$ cat config.mk
export PLATFORM = sky130hd
export DESIGN_NAME = freq_meter
export DESIGN_NICKNAME = d
export VERILOG_FILES = /design/src/rtl/fm_pkg.sv /design/src/rtl/fm_sync_edge.sv /design/src/rtl/fm_gate_timer.sv /design/src/rtl/fm_down_counter.sv /design/src/rtl/fm_result_stage.sv /design/src/rtl/freq_meter.sv
export SDC_FILE = /design/constraint.sdc
export NUM_CORES = 1
export LEC_CHECK = 0
export BUFFER_PORTS_ARGS = -buffer_cell sky130_fd_sc_hd__buf_2
export CAP_MARGIN = 25
export CORE_UTILIZATION = 56
export CTS_CLUSTER_DIAMETER = 80
export DETAILED_ROUTE_END_ITERATION = 7
export PLACE_DENSITY = 0.77
export SYNTH_ARGS = -nofsm -noshare
export SYNTH_HDL_FRONTEND = slang
export SYNTH_SLANG_ARGS = --single-unit
$ cat constraint.sdc
create_clock -name clk -period 3.5 [get_ports clk]
set_clock_uncertainty 0.05 [all_clocks]
set_input_delay 0.525 -clock clk [delete_from_list [all_inputs] [get_ports clk]]
set_output_delay 0.525 -clock clk [all_outputs]
set_load 0.05 [all_outputs]
$ cat src/rtl/fm_pkg.sv
package fm_pkg;

  typedef enum logic {
    GATE_LONG  = 1'b0,
    GATE_SHORT = 1'b1
  } gate_len_e;

endpackage

$ cat src/rtl/fm_sync_edge.sv
module fm_sync_edge #(
  parameter int STAGES = 2
) (
  input  logic clk,
  input  logic rst_n,
  input  logic din,
  output logic rise
);

  // Chain of STAGES synchronizer flops plus one flop that keeps the previous value.
  logic [STAGES:0] chain_q;

  always_ff @(posedge clk or negedge rst_n) begin
    if (!rst_n) chain_q <= '0;
    else        chain_q <= {chain_q[STAGES-1:0], din};
  end

  assign rise = chain_q[STAGES-1] & ~chain_q[STAGES];

endmodule

$ cat src/rtl/fm_gate_timer.sv
module fm_gate_timer import fm_pkg::*; #(
  parameter int LONG_CYC  = 1000,
  parameter int SHORT_CYC = 100
) (
  input  logic      clk,
  input  logic      rst_n,
  input  logic      short_sel,
  input  logic      fast_repeat,
  output logic      gate,
  output logic      rd,
  output gate_len_e sel_q
);

  localparam int TW = $clog2(2 * LONG_CYC);
  localparam logic [TW-1:0] HALF_L = TW'(LONG_CYC);
  localparam logic [TW-1:0] HALF_S = TW'(SHORT_CYC);
  localparam logic [TW-1:0] LAST_L = TW'(2 * LONG_CYC - 1);
  localparam logic [TW-1:0] LAST_S = TW'(2 * SHORT_CYC - 1);

  logic          run_q;
  logic [TW-1:0] tcnt_q;
  logic [TW-1:0] half;
  logic [TW-1:0] last;
  logic          restart;

  assign half    = (sel_q == GATE_SHORT) ? HALF_S : HALF_L;
  assign last    = (sel_q == GATE_SHORT) ? LAST_S : LAST_L;
  assign gate    = run_q && (tcnt_q < half);
  assign rd      = run_q && (tcnt_q == half);
  assign restart = (tcnt_q == last) || (rd && fast_repeat);

  always_ff @(posedge clk or negedge rst_n) begin
    if (!rst_n) begin
      run_q  <= 1'b0;
      tcnt_q <= '0;
      sel_q  <= GATE_LONG;
    end else if (!run_q) begin
      // First window after reset: take the gate select and start.
      run_q  <= 1'b1;
      tcnt_q <= '0;
      sel_q  <= gate_len_e'(short_sel);
    end else if (restart) begin
      tcnt_q <= '0;
      sel_q  <= gate_len_e'(short_sel);
    end else begin
      tcnt_q <= tcnt_q + 1'b1;
    end
  end

endmodule

$ cat src/rtl/fm_down_counter.sv
module fm_down_counter #(
  parameter int CNT_W = 16
) (
  input  logic             clk,
  input  logic             rst_n,
  input  logic             load,
  input  logic             step,
  output logic [CNT_W-1:0] cnt,
  output logic             ovf
);

  localparam logic [CNT_W-1:0] FULL = '1;

  always_ff @(posedge clk or negedge rst_n) begin
    if (!rst_n) begin
      cnt <= FULL;
      ovf <= 1'b0;
    end else if (load) begin
      cnt <= FULL;
      ovf <= 1'b0;
    end else if (step) begin
      // At zero the counter holds its value and flags the overflow.
      if (cnt == '0) ovf <= 1'b1;
      else           cnt <= cnt - 1'b1;
    end
  end

endmodule

$ cat src/rtl/fm_result_stage.sv
module fm_result_stage import fm_pkg::*; #(
  parameter int CNT_W    = 16,
  parameter int RES_W    = 20,
  parameter int FINE_DIV = 10
) (
  input  logic             clk,
  input  logic             rst_n,
  input  logic             capture,
  input  logic [CNT_W-1:0] residue,
  input  logic             ovf_in,
  input  gate_len_e        sel,
  output logic [RES_W-1:0] res,
  output logic             res_ovf,
  output logic             valid,
  input  logic             ready
);

  localparam logic [CNT_W-1:0] FULL = '1;

  logic [CNT_W-1:0] edges;
  logic [RES_W-1:0] edges_w;
  logic [RES_W-1:0] scaled;

  assign edges   = FULL - residue;
  assign edges_w = RES_W'(edges);

  generate
    if (FINE_DIV == 1) begin : g_unit
      assign scaled = edges_w;
    end else begin : g_mul
      assign scaled = (sel == GATE_SHORT) ? edges_w * RES_W'(FINE_DIV) : edges_w;
    end
  endgenerate

  always_ff @(posedge clk or negedge rst_n) begin
    if (!rst_n) begin
      res     <= '0;
      res_ovf <= 1'b0;
      valid   <= 1'b0;
    end else if (capture) begin
      // The newest readout always replaces whatever is held.
      res     <= scaled;
      res_ovf <= ovf_in;
      valid   <= 1'b1;
    end else if (ready) begin
      valid   <= 1'b0;
    end
  end

endmodule

$ cat src/rtl/freq_meter.sv
module freq_meter import fm_pkg::*; #(
  parameter int CLK_HZ      = 100_000_000,
  parameter int FINE_DIV    = 10,
  parameter int CNT_W       = 16,
  parameter int RES_W       = 20,
  parameter int SYNC_STAGES = 2
) (
  input  logic             clk,
  input  logic             rst_n,
  input  logic             fin_async,
  input  logic             gate_fine,
  input  logic             fast_repeat,
  output logic [RES_W-1:0] res_hz,
  output logic             res_ovf,
  output logic             res_valid,
  input  logic             res_ready
);

  localparam int LONG_CYC  = CLK_HZ;
  localparam int SHORT_CYC = CLK_HZ / FINE_DIV;

  logic             edge_pulse;
  logic             gate;
  logic             rd_pulse;
  gate_len_e        sel_q;
  logic [CNT_W-1:0] cnt_q;
  logic             cnt_ovf;
  logic             step;

  fm_sync_edge #(.STAGES(SYNC_STAGES)) u_sync (
    .clk  (clk),
    .rst_n(rst_n),
    .din  (fin_async),
    .rise (edge_pulse)
  );

  fm_gate_timer #(.LONG_CYC(LONG_CYC), .SHORT_CYC(SHORT_CYC)) u_timer (
    .clk        (clk),
    .rst_n      (rst_n),
    .short_sel  (gate_fine),
    .fast_repeat(fast_repeat),
    .gate       (gate),
    .rd         (rd_pulse),
    .sel_q      (sel_q)
  );

  assign step = edge_pulse & gate;

  fm_down_counter #(.CNT_W(CNT_W)) u_cnt (
    .clk  (clk),
    .rst_n(rst_n),
    .load (rd_pulse),
    .step (step),
    .cnt  (cnt_q),
    .ovf  (cnt_ovf)
  );

  fm_result_stage #(.CNT_W(CNT_W), .RES_W(RES_W), .FINE_DIV(FINE_DIV)) u_res (
    .clk    (clk),
    .rst_n  (rst_n),
    .capture(rd_pulse),
    .residue(cnt_q),
    .ovf_in (cnt_ovf),
    .sel    (sel_q),
    .res    (res_hz),
    .res_ovf(res_ovf),
    .valid  (res_valid),
    .ready  (res_ready)
  );

endmodule

==> metrics.txt <==
n_diodes 0; CTS clk-pin slew, worst paths 70 ps; pwr dens 335.5 nW/um^2; via count 3,926; outcome finished, final reports clean; post-CTS resize count 0; WP data arrival 3280 ps; Starting DRT DRC Count 200; min-delay worst type in2reg; Mean Syn Cell Area 8.872 sq um; post-cts hold buffer count 0; met3 GRT Util 0.04715; Setup WS pre-CTS 404.2 ps; worst skew pair latency 360 ps; nets 606; pin count of the biggest net entering global routing 73; Seq cells post-synth 72; gr usage total 0.2499; Remaining Overflow, GRT 0; Max Freq 0.3223 GHz; share of cells above drive strength 1 0.1431; clock period minus final worst setup slack 3102 ps; WL per Instance 15.14 microns; vias per cell 5.939; crit path launch type flop; die width 93.46 microns; io pins 28; placement row count 32; Routed Antenna Nets 0; setup bufs post-CTS 0; flop-to-flop setup slack 400 ps; hpwl dp 7.157 mm; max-cap check violation count 0; Longest Clk Path Bufs 2; Netlist cell types 54; DRT Wirelength 10.01 mm; fin. max-slew vios 0; Worst slew margin 0.4024; Post-synth EDFFs 0; die area 8735 sq um; hold path depth 1; Synth top area share 0.2991; crit-path max cell delay 640 ps; clk sink count 72; r2r worst-path depth 9; hold path start fin_async; Slowest-stage cell, CP or4_4; Synth Net Count 580; CTS tree yes; htree depth 3; first-pass GRT wire length 17.29 mm; grt met2 use 0.4167; crit share post-route 0.8864; Mapped Area 4684 sq um; Fillers 678; CP Capture Type flop; root buffer cell clkbuf_8; die height 93.46 microns; critical path peak fanout 30; Num CTS Buffers 9; vias in the first global route 3,840; area delta synth->final 10.23%; Reg2Reg Capture Point u_timer.sel_q; Post-synth ARST share 1.000; predominant post-synthesis flop cell dfrtp_1; crit-path leading delay family simple AND/OR/NAND/NOR gates; global-route track usage on met1 0.3184; RSZ-0062 raised after global routing no; antenna violations before repair 0; drt pass-1 iters 5; critical path cell sequence buf_4 -> inv_1 -> ha_1 -> nand3_1 -> or4_4 -> or4_4 -> o211ai_1 -> buf_4 -> o21ai_0; post-synthesis sequential area ratio 0.3889; IO buf count 27; Placer Congestion 0.8559; most used routing layer met2; TNS Setup 0 ps; Pleak 2.433 nW; Worst Max-Slew Pin Slew 896.4 ps; final worst slack 397.6 ps; Critical Path RT 3680 ps; Peak VDD IR 0.2542 mV; Initial Utilization 0.5909; reg2reg start u_timer.sel_q; DR DRC count 0; Core Area 7928 sq um; cells after synthesis 528; WP buf/inv 3; Ys Warns 0; Final Hold Violating Endpoints 0; WS Path Type reg2reg; top cells by area, synth dfrtp_1 (30%), ha_1 (12%), dfstp_2 (9.0%); Final setup viols 0; post-synth top area cell dfrtp_1; hold endpoint u_sync.chain_q[0]
-- placed cells by master (no fill, tap or decap), types with 3 or more instances in the layout --
| cell type | synthesis | routed |
|---|---|---|
| dfstp_2 | 16 | 16 |
| dfrtp_1 | 56 | 56 |
| buf_2 | 1 | 27 |
| nor3_1 | 8 | 8 |
| nand2_1 | 51 | 51 |
| a21oi_1 | 27 | 27 |
| mux2i_1 | 4 | 4 |
| or4_1 | 5 | 5 |
| a31oi_1 | 8 | 8 |
| a21o_1 | 8 | 8 |
| xnor2_1 | 16 | 16 |
| and3_1 | 5 | 5 |
| ha_1 | 45 | 45 |
| buf_4 | 0 | 9 |
| nand3_1 | 25 | 25 |
| o31ai_1 | 5 | 5 |
| or2_2 | 3 | 3 |
| inv_1 | 27 | 27 |
| clkbuf_8 | 0 | 9 |
| bufinv_16 | 0 | 3 |
| nor4_1 | 10 | 10 |
| a31o_2 | 5 | 5 |
| nor2b_1 | 3 | 3 |
| o21ai_0 | 33 | 33 |
| xor2_1 | 20 | 20 |
| nor2_1 | 65 | 65 |
| and4_1 | 6 | 6 |
| o211ai_1 | 6 | 6 |
| or3_1 | 3 | 3 |
| nand4_1 | 16 | 16 |
-- worst reg2reg max path: cells and delay by family (launching register included) --
family	cells	cell delay, ps
AO/OA/AOI/OAI	2	310
adder cells (fa/ha/maj)	1	360
buffers and inverters	3	690
flip-flops	1	330
AND/OR/NAND/NOR	3	1230
-- cell type report --
| class | count | area [sq um] | area share |
|---|---|---|---|
| clock buffer | 10 | 127.6 | 0.02472 |
| inverter | 27 | 101.3 | 0.01963 |
| timing repair buffer | 36 | 202.7 | 0.03925 |
| tap | 102 | 127.6 | 0.02472 |
| clock inverter | 6 | 108.9 | 0.02108 |
| multi-input combinational | 408 | 2674 | 0.5178 |
| sequential | 72 | 1822 | 0.3528 |
-- registers in the layout, indices dropped and copies added, names as in the netlist --
| name | cells |
|---|---|
| u_timer.sel_q | 1 |
| u_sync.chain_q | 3 |
| u_res.res_ovf | 1 |
| u_timer.run_q | 1 |
| u_res.valid | 1 |
| u_cnt.ovf | 1 |
| u_res.res | 20 |
| u_cnt.cnt | 16 |
| u_timer.tcnt_q | 28 |
-- metal layers --
metal,wire length (microns),part of all wire,vias up
li1,-,-,1943
met1,4613,0.46,1877
met2,4884,0.49,92
met3,385,0.038,14
met4,126,0.013,0
met5,0,0,-
-- worst max-delay path by stage --
stage	start	cells past startpoint	to
6_report	u_timer.sel_q	9	u_timer.sel_q
3_3_place_gp	u_timer.sel_q	9	u_timer.sel_q
2_1_floorplan	u_timer.sel_q	10	u_res.res[14]
3_5_place_dp	u_timer.sel_q	9	u_timer.sel_q
5_1_grt	u_timer.sel_q	9	u_timer.sel_q
4_1_cts	u_timer.sel_q	9	u_timer.sel_q
-- through the flow --
| stage | hold slack, ps | std cells | area, sq um | power [mW] | util |
|---|---|---|---|---|---|
| 2_1_floorplan | 179.4 | 528 | 4684 | 0.9133 | - |
| 3_3_place_gp | 284.5 | 645 | 4927 | 0.9490 | 0.6215 |
| 3_5_place_dp | 290.4 | 645 | 4927 | 0.9522 | 0.6215 |
| 4_1_cts | 211.7 | 661 | 5164 | 1.746 | 0.6514 |
| 5_1_grt | 206.0 | 661 | 5164 | 1.790 | 0.6514 |
| 6_report | 220.7 | 661 | 5164 | 1.732 | 0.6514 |
-- synth_stat cells, drive strengths merged, types with 7 or more instances --
library cell / instances
a21oi: 27
dfrtp: 56
nor4: 11
xor2: 20
or4: 7
ha: 45
o21ai: 33
dfstp: 16
a31oi: 8
nand3: 25
nor2: 65
clkbuf: 19
xnor2: 16
nor3: 8
nand2: 51
nand4: 16
inv: 27
a21o: 8
-- cells by family after synthesis --
kind of cell,share of synthesized area
XOR/XNOR,0.06731
AND/OR/NAND/NOR,0.2278
adder cells (fa/ha/maj),0.1245
other,0.0008005
flip-flops,0.3889
multiplexers,0.01095
AO/OA/AOI/OAI,0.1394
buffers and inverters,0.04033
-- report_power, final --
group          internal (mW)  switching, mW
Combinational         0.0270         0.0644
Sequential             0.838        0.00515
Clock                  0.472          0.325
Power figures use the tool's default switching activity.
